--- src/rtl/conv_trig_pkg.sv ---
`timescale 1ns/1ps
package conv_trig_pkg;

    // pin qualification modes; encoding is decoded by the qualifier
    typedef enum logic [1:0] {
        PM_LOW  = 2'd0,
        PM_HIGH = 2'd1,
        PM_FALL = 2'd2,
        PM_RISE = 2'd3
    } pmode_e;

    // control sequencer states
    typedef enum logic [1:0] {
        CS_OFF   = 2'd0,
        CS_RUN   = 2'd1,
        CS_PRIME = 2'd2
    } ctl_state_e;

    // software trigger states
    typedef enum logic {
        SW_IDLE  = 1'b0,
        SW_ARMED = 1'b1
    } sw_state_e;

    localparam int SRC_SOFT_IDX = 0;
    localparam int SRC_PIN_IDX  = 1;

endpackage

--- src/rtl/cts_pin_sync.sv ---
`timescale 1ns/1ps
module cts_pin_sync #(
    parameter int STAGES = 2
) (
    input  logic clk,
    input  logic rst_n,
    input  logic d,
    output logic q
);
    logic [STAGES-1:0] chain;

    generate
        if (STAGES >= 2) begin : g_multi
            always_ff @(posedge clk or negedge rst_n) begin
                if (!rst_n) chain <= '0;
                else        chain <= {chain[STAGES-2:0], d};
            end
        end else begin : g_single
            always_ff @(posedge clk or negedge rst_n) begin
                if (!rst_n) chain <= '0;
                else        chain <= d;
            end
        end
    endgenerate

    assign q = chain[STAGES-1];
endmodule

--- src/rtl/cts_ctl_fsm.sv ---
`timescale 1ns/1ps
module cts_ctl_fsm
    import conv_trig_pkg::*;
(
    input  logic clk,
    input  logic rst_n,
    input  logic trig_en,
    input  logic cfg_chg,
    output logic edge_ok
);
    ctl_state_e state, nxt;

    always_ff @(posedge clk or negedge rst_n) begin
        if (!rst_n) state <= CS_OFF;
        else        state <= nxt;
    end

    always_comb begin
        nxt = state;
        unique case (state)
            CS_OFF:   nxt = trig_en ? CS_RUN : CS_OFF;
            CS_RUN:   nxt = !trig_en ? CS_OFF : (cfg_chg ? CS_PRIME : CS_RUN);
            CS_PRIME: nxt = !trig_en ? CS_OFF : (cfg_chg ? CS_PRIME : CS_RUN);
            default:  nxt = CS_OFF;
        endcase
    end

    // edges count only in settled operation with an unchanged configuration
    always_comb begin
        edge_ok = 1'b0;
        unique case (state)
            CS_RUN:   edge_ok = trig_en && !cfg_chg;
            CS_OFF,
            CS_PRIME: edge_ok = 1'b0;
            default:  edge_ok = 1'b0;
        endcase
    end
endmodule

--- src/rtl/cts_sw_fsm.sv ---
`timescale 1ns/1ps
module cts_sw_fsm
    import conv_trig_pkg::*;
(
    input  logic clk,
    input  logic rst_n,
    input  logic wr,
    input  logic wdata,
    output logic armed,
    output logic rd_val
);
    sw_state_e state, nxt;
    logic      set_req;

    assign set_req = wr && wdata;

    always_ff @(posedge clk or negedge rst_n) begin
        if (!rst_n) state <= SW_IDLE;
        else        state <= nxt;
    end

    // the bit clears itself after one cycle unless written again
    always_comb begin
        nxt = state;
        unique case (state)
            SW_IDLE:  nxt = set_req ? SW_ARMED : SW_IDLE;
            SW_ARMED: nxt = set_req ? SW_ARMED : SW_IDLE;
            default:  nxt = SW_IDLE;
        endcase
    end

    always_comb begin
        armed  = (state == SW_ARMED);
        rd_val = 1'b0;
    end
endmodule

--- src/rtl/cts_pin_qual.sv ---
`timescale 1ns/1ps
module cts_pin_qual
    import conv_trig_pkg::*;
(
    input  logic       clk,
    input  logic       rst_n,
    input  logic       clr,
    input  logic       edge_ok,
    input  logic       busy,
    input  logic [1:0] mode,
    input  logic       s,
    output logic       hit
);
    logic hist;

    always_ff @(posedge clk or negedge rst_n) begin
        if (!rst_n)   hist <= 1'b0;
        else if (clr) hist <= 1'b0;
        else          hist <= s;
    end

    always_comb begin
        hit = 1'b0;
        unique case (pmode_e'(mode))
            PM_LOW:  hit = !s && !busy;
            PM_HIGH: hit =  s && !busy;
            PM_FALL: hit = edge_ok &&  hist && !s;
            PM_RISE: hit = edge_ok && !hist &&  s;
            default: hit = 1'b0;
        endcase
    end
endmodule

--- src/rtl/conv_trig_sel.sv ---
`timescale 1ns/1ps
module conv_trig_sel
    import conv_trig_pkg::*;
#(
    parameter int SYNC_STAGES = 2,
    parameter int N_TMR       = 4,
    parameter int N_PWM       = 2,
    parameter int SEL_W       = 3,
    parameter int MODE_W      = 2
) (
    input  logic             clk,
    input  logic             rst_n,
    input  logic             trig_en,
    input  logic [SEL_W-1:0] src_sel,
    input  logic [MODE_W-1:0] pin_mode,
    input  logic             sw_wr,
    input  logic             sw_wdata,
    input  logic             pin_raw,
    input  logic [N_TMR-1:0] evt_tmr,
    input  logic [N_PWM-1:0] evt_pwm,
    input  logic             busy,
    output logic             start,
    output logic             sw_bit_rd
);
    localparam int N_SRC  = 2 + N_TMR + N_PWM;
    localparam int N_SLOT = 1 << SEL_W;
    localparam int CFG_W  = SEL_W + MODE_W;

    logic              pin_s;
    logic              pin_hit;
    logic              sw_armed;
    logic              edge_ok;
    logic              cfg_chg;
    logic [CFG_W-1:0]  cfg_q;
    logic [N_SRC-1:0]  src_vec;
    logic [N_SLOT-1:0] slot;
    logic              fire;

    cts_pin_sync #(.STAGES(SYNC_STAGES)) u_sync (
        .clk   (clk),
        .rst_n (rst_n),
        .d     (pin_raw),
        .q     (pin_s)
    );

    cts_sw_fsm u_sw (
        .clk    (clk),
        .rst_n  (rst_n),
        .wr     (sw_wr),
        .wdata  (sw_wdata),
        .armed  (sw_armed),
        .rd_val (sw_bit_rd)
    );

    always_ff @(posedge clk or negedge rst_n) begin
        if (!rst_n) cfg_q <= '0;
        else        cfg_q <= {src_sel, pin_mode};
    end

    assign cfg_chg = trig_en && ({src_sel, pin_mode} != cfg_q);

    cts_ctl_fsm u_ctl (
        .clk     (clk),
        .rst_n   (rst_n),
        .trig_en (trig_en),
        .cfg_chg (cfg_chg),
        .edge_ok (edge_ok)
    );

    cts_pin_qual u_qual (
        .clk     (clk),
        .rst_n   (rst_n),
        .clr     (!trig_en),
        .edge_ok (edge_ok),
        .busy    (busy),
        .mode    (pin_mode[1:0]),
        .s       (pin_s),
        .hit     (pin_hit)
    );

    // slot order follows the select encoding: soft, pin, timers, pwms
    assign src_vec = {evt_pwm, evt_tmr, pin_hit, sw_armed};

    generate
        if (N_SLOT > N_SRC) begin : g_pad
            assign slot = {{(N_SLOT-N_SRC){1'b0}}, src_vec};
        end else begin : g_exact
            assign slot = src_vec[N_SLOT-1:0];
        end
    endgenerate

    assign fire = trig_en && slot[src_sel];

    always_ff @(posedge clk or negedge rst_n) begin
        if (!rst_n) start <= 1'b0;
        else        start <= fire;
    end
endmodule

--- config.mk ---
export PLATFORM = sky130hd
export DESIGN_NAME = conv_trig_sel
export DESIGN_NICKNAME = d
export VERILOG_FILES = /design/src/rtl/conv_trig_pkg.sv /design/src/rtl/cts_pin_sync.sv /design/src/rtl/cts_ctl_fsm.sv /design/src/rtl/cts_sw_fsm.sv /design/src/rtl/cts_pin_qual.sv /design/src/rtl/conv_trig_sel.sv
export SDC_FILE = /design/constraint.sdc
export NUM_CORES = 1
export LEC_CHECK = 0
export ABC_AREA = 0
export BUFFER_PORTS_ARGS = -buffer_cell sky130_fd_sc_hd__buf_2
export CAP_MARGIN = 20
export CORE_UTILIZATION = 35
export DETAILED_ROUTE_END_ITERATION = 8
export GPL_TIMING_DRIVEN = 0
export PLACE_DENSITY = 0.67
export SYNTH_ARGS = -nofsm -noshare
export SYNTH_HDL_FRONTEND = slang
export SYNTH_SLANG_ARGS = --single-unit
--- constraint.sdc ---
create_clock -name clk -period 3.1 [get_ports clk]
set_input_delay 0.62 -clock clk [delete_from_list [all_inputs] [get_ports clk]]
set_output_delay 0.62 -clock clk [all_outputs]
set_load 0.005 [all_outputs]
==> impl_metrics.xml, run 1 <==
<?xml version="1.0" encoding="UTF-8"?>
<metrics>
  <group name="status">
    <metric name="run_status" unit="">finished clean</metric>
  </group>
  <group name="global_routing">
    <metric name="first_global_vias" unit="">412</metric>
    <metric name="grt_antenna_before_repair" unit="">0</metric>
    <metric name="globalRouteTotalUtil" unit="%">13.07</metric>
    <metric name="grt_start_max_net_pins" unit="">13</metric>
    <metric name="grt_first_pass_wirelength" unit="µm">1649</metric>
    <metric name="grt-busiest-layer" unit="">met2</metric>
    <metric name="grt.met1_usage" unit="%">14.93</metric>
    <metric name="grt_util_met2" unit="%">20.62</metric>
    <metric name="grt_remaining_overflow" unit="">0</metric>
    <metric name="gr-usage-met3" unit="%">3.879</metric>
  </group>
  <group name="routing">
    <metric name="first_iter_violations" unit="">7</metric>
    <metric name="drc" unit="">0</metric>
    <metric name="detailedRoute.firstPassIterationCount" unit="">4</metric>
    <metric name="vias_per_cell" unit="">4.727</metric>
    <metric name="routed_wirelength" unit="µm">930</metric>
    <metric name="detail-route-antenna-nets" unit="">0</metric>
    <metric name="via_count" unit="">416</metric>
    <metric name="routedWlPerCell" unit="µm">10.57</metric>
  </group>
  <group name="clock_network">
    <metric name="cts_resized" unit="">0</metric>
    <metric name="clock_tree.buffer_depth" unit="">2</metric>
    <metric name="htree_num_levels" unit="">1</metric>
    <metric name="cts_sinks" unit="">12</metric>
    <metric name="holdBufCountCts" unit="">0</metric>
    <metric name="root_buffer_cell" unit="">sky130_fd_sc_hd__clkbuf_4</metric>
    <metric name="cts_inserted_buffers" unit="">3</metric>
    <metric name="path_clk_slew" unit="ns">0.07</metric>
    <metric name="clk_latency" unit="ns">0.28</metric>
    <metric name="tritoncts" unit="">built</metric>
    <metric name="cts.repair_timing.setup_buffer_count" unit="">0</metric>
  </group>
  <group name="critical_path">
    <metric name="critical_path.n_buffers_inverters" unit="">1</metric>
    <metric name="setup.worst_path.class" unit="">in -&gt; reg</metric>
    <metric name="worst_path_dominant_cell_family" unit="">multiplexers</metric>
    <metric name="timing.critical_path.slowest_stage_cell" unit="">sky130_fd_sc_hd__mux4_1</metric>
    <metric name="critical_path.cell_chain" unit="">buf_2, mux4_1, o21ai_1, a211oi_2</metric>
    <metric name="critical_path_data_arrival_time" unit="ns">1.55</metric>
    <metric name="cpPeakStageDelay" unit="ns">0.56</metric>
    <metric name="critical_path_required" unit="ns">3.25</metric>
    <metric name="critPathLaunchType" unit="">primary input</metric>
    <metric name="critical_path.endpoint_type" unit="">register</metric>
    <metric name="crit_path_max_fanout" unit="">6</metric>
  </group>
  <group name="synth">
    <metric name="syn-mean-instance-area" unit="µm²">11.41</metric>
    <metric name="synthesis.yosys.warnings" unit="">0</metric>
    <metric name="post_synth_num_cell_types" unit="">23</metric>
    <metric name="synth-seq-cells" unit="">12</metric>
    <metric name="synth.cell_area" unit="µm²">570.5</metric>
    <metric name="synth-seq-area-share" unit="%">52.63</metric>
    <metric name="postSynthNetCount" unit="">71</metric>
    <metric name="syn_inst" unit="">50</metric>
  </group>
  <group name="die">
    <metric name="fp.dieH" unit="µm">42.38</metric>
    <metric name="num_io_pins" unit="">20</metric>
    <metric name="design.die.area" unit="µm²">1796</metric>
    <metric name="die-width" unit="µm">42.38</metric>
    <metric name="floorplan.core_area" unit="µm²">1506</metric>
    <metric name="floorplan.rows" unit="">14</metric>
    <metric name="start_util" unit="%">37.87</metric>
  </group>
  <group name="placement">
    <metric name="routabilityCongestion" unit="">0.6909</metric>
    <metric name="place.detailed.hpwl" unit="µm">747.3</metric>
    <metric name="placement.io_buffers" unit="">18</metric>
  </group>
  <group name="timing">
    <metric name="rsz_0062_raised_after_global_routing" unit="">false</metric>
    <metric name="finalWorstPathRequiredPeriod" unit="ns">1.402</metric>
    <metric name="report.final.hold_viol_count" unit="">0</metric>
    <metric name="timing.final.max_slew_violations" unit="">0</metric>
    <metric name="finalSetupViolCount" unit="">0</metric>
    <metric name="hold_ws" unit="ns">0.2030</metric>
    <metric name="setup_tns" unit="ns">0</metric>
    <metric name="finalCritPeriodShare" unit="%">45.24</metric>
    <metric name="final_skew" unit="ns">0.0009402</metric>
    <metric name="max_clock_freq" unit="GHz">0.7131</metric>
  </group>
  <group name="final_layout">
    <metric name="final_net_count" unit="">94</metric>
    <metric name="drive_gt1_share" unit="%">33.33</metric>
    <metric name="post-route-util" unit="%">47.59</metric>
    <metric name="antenna_cells" unit="">0</metric>
    <metric name="nFillCells" unit="">154</metric>
    <metric name="layout-area-overhead-vs-synth" unit="%">25.66</metric>
  </group>
  <group name="power">
    <metric name="worst_ir_drop_vdd" unit="mV">0.3013</metric>
    <metric name="pwr_density_cell" unit="nW/µm²">533.1</metric>
    <metric name="leakagePower" unit="nW">0.3701</metric>
  </group>
  <group name="worst_hold_path">
    <metric name="worstHoldPathType" unit="">in -&gt; async</metric>
  </group>
  <group name="job">
    <metric name="max-cap-violations" unit="">0</metric>
  </group>
</metrics>
-- report_power, final --
group | leakage (nW) | internal [mW] | switching, mW
Clock | 0.0210 | 0.0715 | 0.0534
Sequential | 0.146 | 0.174 | 0.0103
Combinational | 0.203 | 0.0345 | 0.0381
Total | 0.370 | 0.280 | 0.102
-- sequential cells by signal, indices dropped and copies added, names as in the netlist --
name and count:
cfg_q 5, start 1, u_ctl.state 2, u_qual.hist 1, u_sw.armed 1, u_sync.chain 2
-- cells by family after synthesis --
group	after synthesis	synth area share [%]
compound gates	8	10.96
flops	12	52.63
buf+inv	7	5.263
other cells	1	0.6573
fa+ha+maj	3	6.580
simple gates	12	9.868
mux	2	6.361
xor+xnor	5	7.675
-- synthesized netlist by cell type (all sizes together) --
cell,count,area [µm²]
nor3,1,5.000
nor2,3,11.26
mux4,1,26.28
a21oi,1,5.000
a211oi,2,20.02
o211a,1,10.01
conb,1,3.750
xnor2,4,35.03
inv,6,22.52
buf,1,7.510
mux2i,1,10.01
ha,3,37.54
o31ai,1,7.510
dfrtp,12,300.3
nor2b,1,6.260
nand2,4,15.01
a31oi,1,6.260
o221ai,1,8.760
nand4,1,6.260
o21ai,1,5.000
and2,2,12.51
xor2,1,8.760
-- through the flow --
step / setup slack (ns) / cell area [µm²] / power [mW] / std cells
global route: 1.659 / 716.9 / 0.4089 / 88
global placement: 1.417 / 680.7 / 0.2579 / 84
detailed placement: 1.394 / 680.7 / 0.2623 / 84
CTS: 1.693 / 716.9 / 0.3903 / 88
finish: 1.698 / 716.9 / 0.3822 / 88
floorplan: 1.640 / 570.5 / 0.2324 / 50
-- layer usage --
metal	up-vias	routed length [µm]
met2	18	447
met3	3	54
met1	186	398
met4	0	30
met5	-	0
li1	209	-
-- path summary, 6_finish.rpt --
path / start / end / slack, ns / cells after the start
max in group asynchronous: rst_n / cfg_q[1]$_DFF_PN0_ / 2.69 / 1
max: src_sel[0] / start$_DFF_PN0_ / 1.70 / 4
min in group clk: u_sync.chain[0]$_DFF_PN0_ / u_sync.chain[1]$_DFF_PN0_ / 0.35 / 0
min: rst_n / cfg_q[4]$_DFF_PN0_ / 0.20 / 1
min reg2reg: u_sync.chain[0]$_DFF_PN0_ / u_sync.chain[1]$_DFF_PN0_ / 0.35 / 0
max reg2reg: cfg_q[4]$_DFF_PN0_ / start$_DFF_PN0_ / 1.87 / 4
-- cell usage in the layout (no fill, tap or decap), types with 2 or more instances in the layout --
master                     count
sky130_fd_sc_hd__buf_2        18
sky130_fd_sc_hd__dfrtp_1      12
sky130_fd_sc_hd__inv_1         6
sky130_fd_sc_hd__xnor2_1       4
sky130_fd_sc_hd__nand2_1       4
sky130_fd_sc_hd__nor2_1        3
sky130_fd_sc_hd__ha_1          3
sky130_fd_sc_hd__clkbuf_4      3
sky130_fd_sc_hd__and2_1        2
-- layout make-up --
| class | instances | area, µm² | share of cell area, % |
|---|---|---|---|
| Clock buffer | 4 | 36.28 | 5.061 |
| Multi-Input combinational cell | 31 | 240.2 | 33.51 |
| Timing Repair Buffer | 18 | 90.09 | 12.57 |
| Sequential cell | 12 | 300.3 | 41.88 |
| Buffer | 1 | 7.507 | 1.047 |
| Tap cell | 16 | 20.02 | 2.792 |
| Inverter | 6 | 22.52 | 3.141 |
No activity file was read; power rests on OpenSTA's default activity.
==> run 2, diff against run 1 <==
- clock period: 3.1 -> 1.5 ns (I/O delays scaled with it)
==> run 2 against run 1 <==
Net effect:
- via count rose by 0.96%
- critical endpoint unchanged
- register-to-register slack got worse by 1.6 ns
- sequential power rose by 110%
- worst setup slack got worse by 1.4 ns
- critical path depth did not move
- global-route usage rose by 0.18 points
- largest power group unchanged
- non-clock buffer count rose by 1
- die area did not move
- routed wire length rose by 2.4%
- total power rose by 110%
- highest routed layer unchanged
- count of clock-buffer cells in the layout did not move
==> impl_metrics.xml, run 2 (same netlist as run 1, synthesis figures left out) <==
<?xml version="1.0" encoding="UTF-8"?>
<metrics>
  <group name="status">
    <metric name="run_status" unit="">finished clean</metric>
  </group>
  <group name="job">
    <metric name="max-cap-violations" unit="">0</metric>
  </group>
  <group name="clock_network">
    <metric name="cts_inserted_buffers" unit="">3</metric>
    <metric name="root_buffer_cell" unit="">sky130_fd_sc_hd__clkbuf_4</metric>
    <metric name="htree_num_levels" unit="">1</metric>
    <metric name="cts.repair_timing.setup_buffer_count" unit="">0</metric>
    <metric name="cts_sinks" unit="">12</metric>
    <metric name="clock_tree.buffer_depth" unit="">2</metric>
    <metric name="cts_resized" unit="">0</metric>
    <metric name="path_clk_slew" unit="ns">0.07</metric>
    <metric name="tritoncts" unit="">built</metric>
    <metric name="clk_latency" unit="ns">0.28</metric>
    <metric name="holdBufCountCts" unit="">1</metric>
  </group>
  <group name="global_routing">
    <metric name="grt_first_pass_wirelength" unit="µm">1676</metric>
    <metric name="grt_start_max_net_pins" unit="">13</metric>
    <metric name="grt_remaining_overflow" unit="">0</metric>
    <metric name="first_global_vias" unit="">424</metric>
    <metric name="grt_antenna_before_repair" unit="">0</metric>
    <metric name="globalRouteTotalUtil" unit="%">13.25</metric>
  </group>
  <group name="die">
    <metric name="die-width" unit="µm">42.38</metric>
    <metric name="num_io_pins" unit="">20</metric>
    <metric name="design.die.area" unit="µm²">1796</metric>
    <metric name="start_util" unit="%">37.87</metric>
    <metric name="floorplan.core_area" unit="µm²">1506</metric>
    <metric name="floorplan.rows" unit="">14</metric>
    <metric name="fp.dieH" unit="µm">42.38</metric>
  </group>
  <group name="timing">
    <metric name="rsz_0062_raised_after_global_routing" unit="">false</metric>
    <metric name="finalSetupViolCount" unit="">0</metric>
    <metric name="max_clock_freq" unit="GHz">0.8158</metric>
    <metric name="finalWorstPathRequiredPeriod" unit="ns">1.226</metric>
    <metric name="finalCritPeriodShare" unit="%">81.72</metric>
    <metric name="setup_tns" unit="ns">0</metric>
    <metric name="report.final.hold_viol_count" unit="">0</metric>
    <metric name="timing.final.max_slew_violations" unit="">0</metric>
    <metric name="hold_ws" unit="ns">0.1224</metric>
    <metric name="final_skew" unit="ns">0.0008872</metric>
  </group>
  <group name="final_layout">
    <metric name="stdcell_area" unit="µm²">726.9</metric>
    <metric name="number_of_flip_flops_in_the_largest_register" unit="">5</metric>
    <metric name="final_cell_mix" unit="">sky130_fd_sc_hd__buf_2, sky130_fd_sc_hd__dfrtp_1, sky130_fd_sc_hd__inv_1</metric>
    <metric name="post-route-util" unit="%">48.26</metric>
    <metric name="layout-area-overhead-vs-synth" unit="%">27.41</metric>
    <metric name="nFillCells" unit="">153</metric>
    <metric name="drive_gt1_share" unit="%">32.88</metric>
    <metric name="largestRegisters" unit="">cfg_q (5), u_ctl.state (2), u_sync.chain (2)</metric>
    <metric name="combined_flip_flop_and_latch_cell_area" unit="µm²">300.3</metric>
    <metric name="final_net_count" unit="">95</metric>
    <metric name="registers.top_by_ff_count" unit="">cfg_q</metric>
    <metric name="multi_input_combinational_cell_area" unit="µm²">240.2</metric>
    <metric name="mostFrequentLayoutCell" unit="">sky130_fd_sc_hd__buf_2</metric>
    <metric name="antenna_cells" unit="">0</metric>
  </group>
  <group name="critical_path">
    <metric name="worst_path_dominant_cell_family" unit="">compound AO/OA/AOI/OAI gates</metric>
    <metric name="critPathLaunchType" unit="">register</metric>
    <metric name="cpPeakStageDelay" unit="ns">0.38</metric>
    <metric name="crit_path_max_fanout" unit="">3</metric>
    <metric name="setup.worst_path.class" unit="">reg -&gt; reg</metric>
    <metric name="critical_path_required" unit="ns">1.70</metric>
    <metric name="critical_path_data_arrival_time" unit="ns">1.42</metric>
    <metric name="critical_path.cell_chain" unit="">xnor2_1, nand4_1, o211a_1, a211oi_2</metric>
    <metric name="critical_path.n_buffers_inverters" unit="">0</metric>
    <metric name="critical_path.endpoint_type" unit="">register</metric>
    <metric name="timing.reg2reg.setup_slack" unit="ns">0.27</metric>
    <metric name="timing.critical_path.slowest_stage_cell" unit="">sky130_fd_sc_hd__dfrtp_1</metric>
  </group>
  <group name="routing">
    <metric name="vias_per_cell" unit="">4.719</metric>
    <metric name="drc" unit="">0</metric>
    <metric name="detail-route-antenna-nets" unit="">0</metric>
    <metric name="detailedRoute.firstPassIterationCount" unit="">4</metric>
    <metric name="routedWlPerCell" unit="µm">10.70</metric>
    <metric name="via_count" unit="">420</metric>
    <metric name="routed_wirelength" unit="µm">952</metric>
    <metric name="first_iter_violations" unit="">7</metric>
  </group>
  <group name="placement">
    <metric name="placement.io_buffers" unit="">18</metric>
    <metric name="place.detailed.hpwl" unit="µm">747.3</metric>
    <metric name="routabilityCongestion" unit="">0.6909</metric>
    <metric name="placed_area" unit="µm²">680.7</metric>
  </group>
  <group name="power">
    <metric name="pwr_density_cell" unit="nW/µm²">1089</metric>
    <metric name="leakagePower" unit="nW">0.3743</metric>
    <metric name="worst_ir_drop_vdd" unit="mV">0.6331</metric>
  </group>
  <group name="worst_hold_path">
    <metric name="worstHoldPathType" unit="">in -&gt; reg</metric>
  </group>
</metrics>
run 2: path summary, 6_finish.rpt:
| check | from | to | cells past startpoint |
|---|---|---|---|
| max | cfg_q[4]$_DFF_PN0_ | start$_DFF_PN0_ | 4 |
| min | pin_raw | u_sync.chain[0]$_DFF_PN0_ | 1 |
| max reg2reg | cfg_q[4]$_DFF_PN0_ | start$_DFF_PN0_ | 4 |
| min reg2reg | u_sync.chain[0]$_DFF_PN0_ | u_sync.chain[1]$_DFF_PN0_ | 0 |
| max in group asynchronous | rst_n | cfg_q[1]$_DFF_PN0_ | 2 |
| min in group asynchronous | rst_n | cfg_q[4]$_DFF_PN0_ | 2 |
run 2: where the power goes:
group,switching [mW],leakage [nW],internal (mW)
Clock,0.110,0.0210,0.148
Sequential,0.0213,0.146,0.360
Combinational,0.0791,0.207,0.0730
Total,0.211,0.374,0.581
run 2: final cells by class:
class,count,area share [%]
clock buffers,4,4.991
well taps,16,2.754
flip-flops and latches,12,41.31
plain buffers,1,1.033
multi-input cells,31,33.05
repair buffers,19,13.77
inverters,6,3.098
run 2: metal layers:
metal	part of all wire, %	track usage, %
met4	3.2	9.375
met3	5.6	3.879
met5	0	0
met1	42	14.93
met2	49	21.23
run 2: metrics by stage:
stage | power, mW | std cells | worst slack [ns]
6_report | 0.7920 | 89 | 0.2741
5_1_grt | 0.8472 | 89 | 0.1336
4_1_cts | 0.8085 | 89 | 0.2417
3_5_place_dp | 0.5420 | 84 | 0.1138
3_3_place_gp | 0.5330 | 84 | 0.1367
2_1_floorplan | 0.4802 | 50 | 0.3602
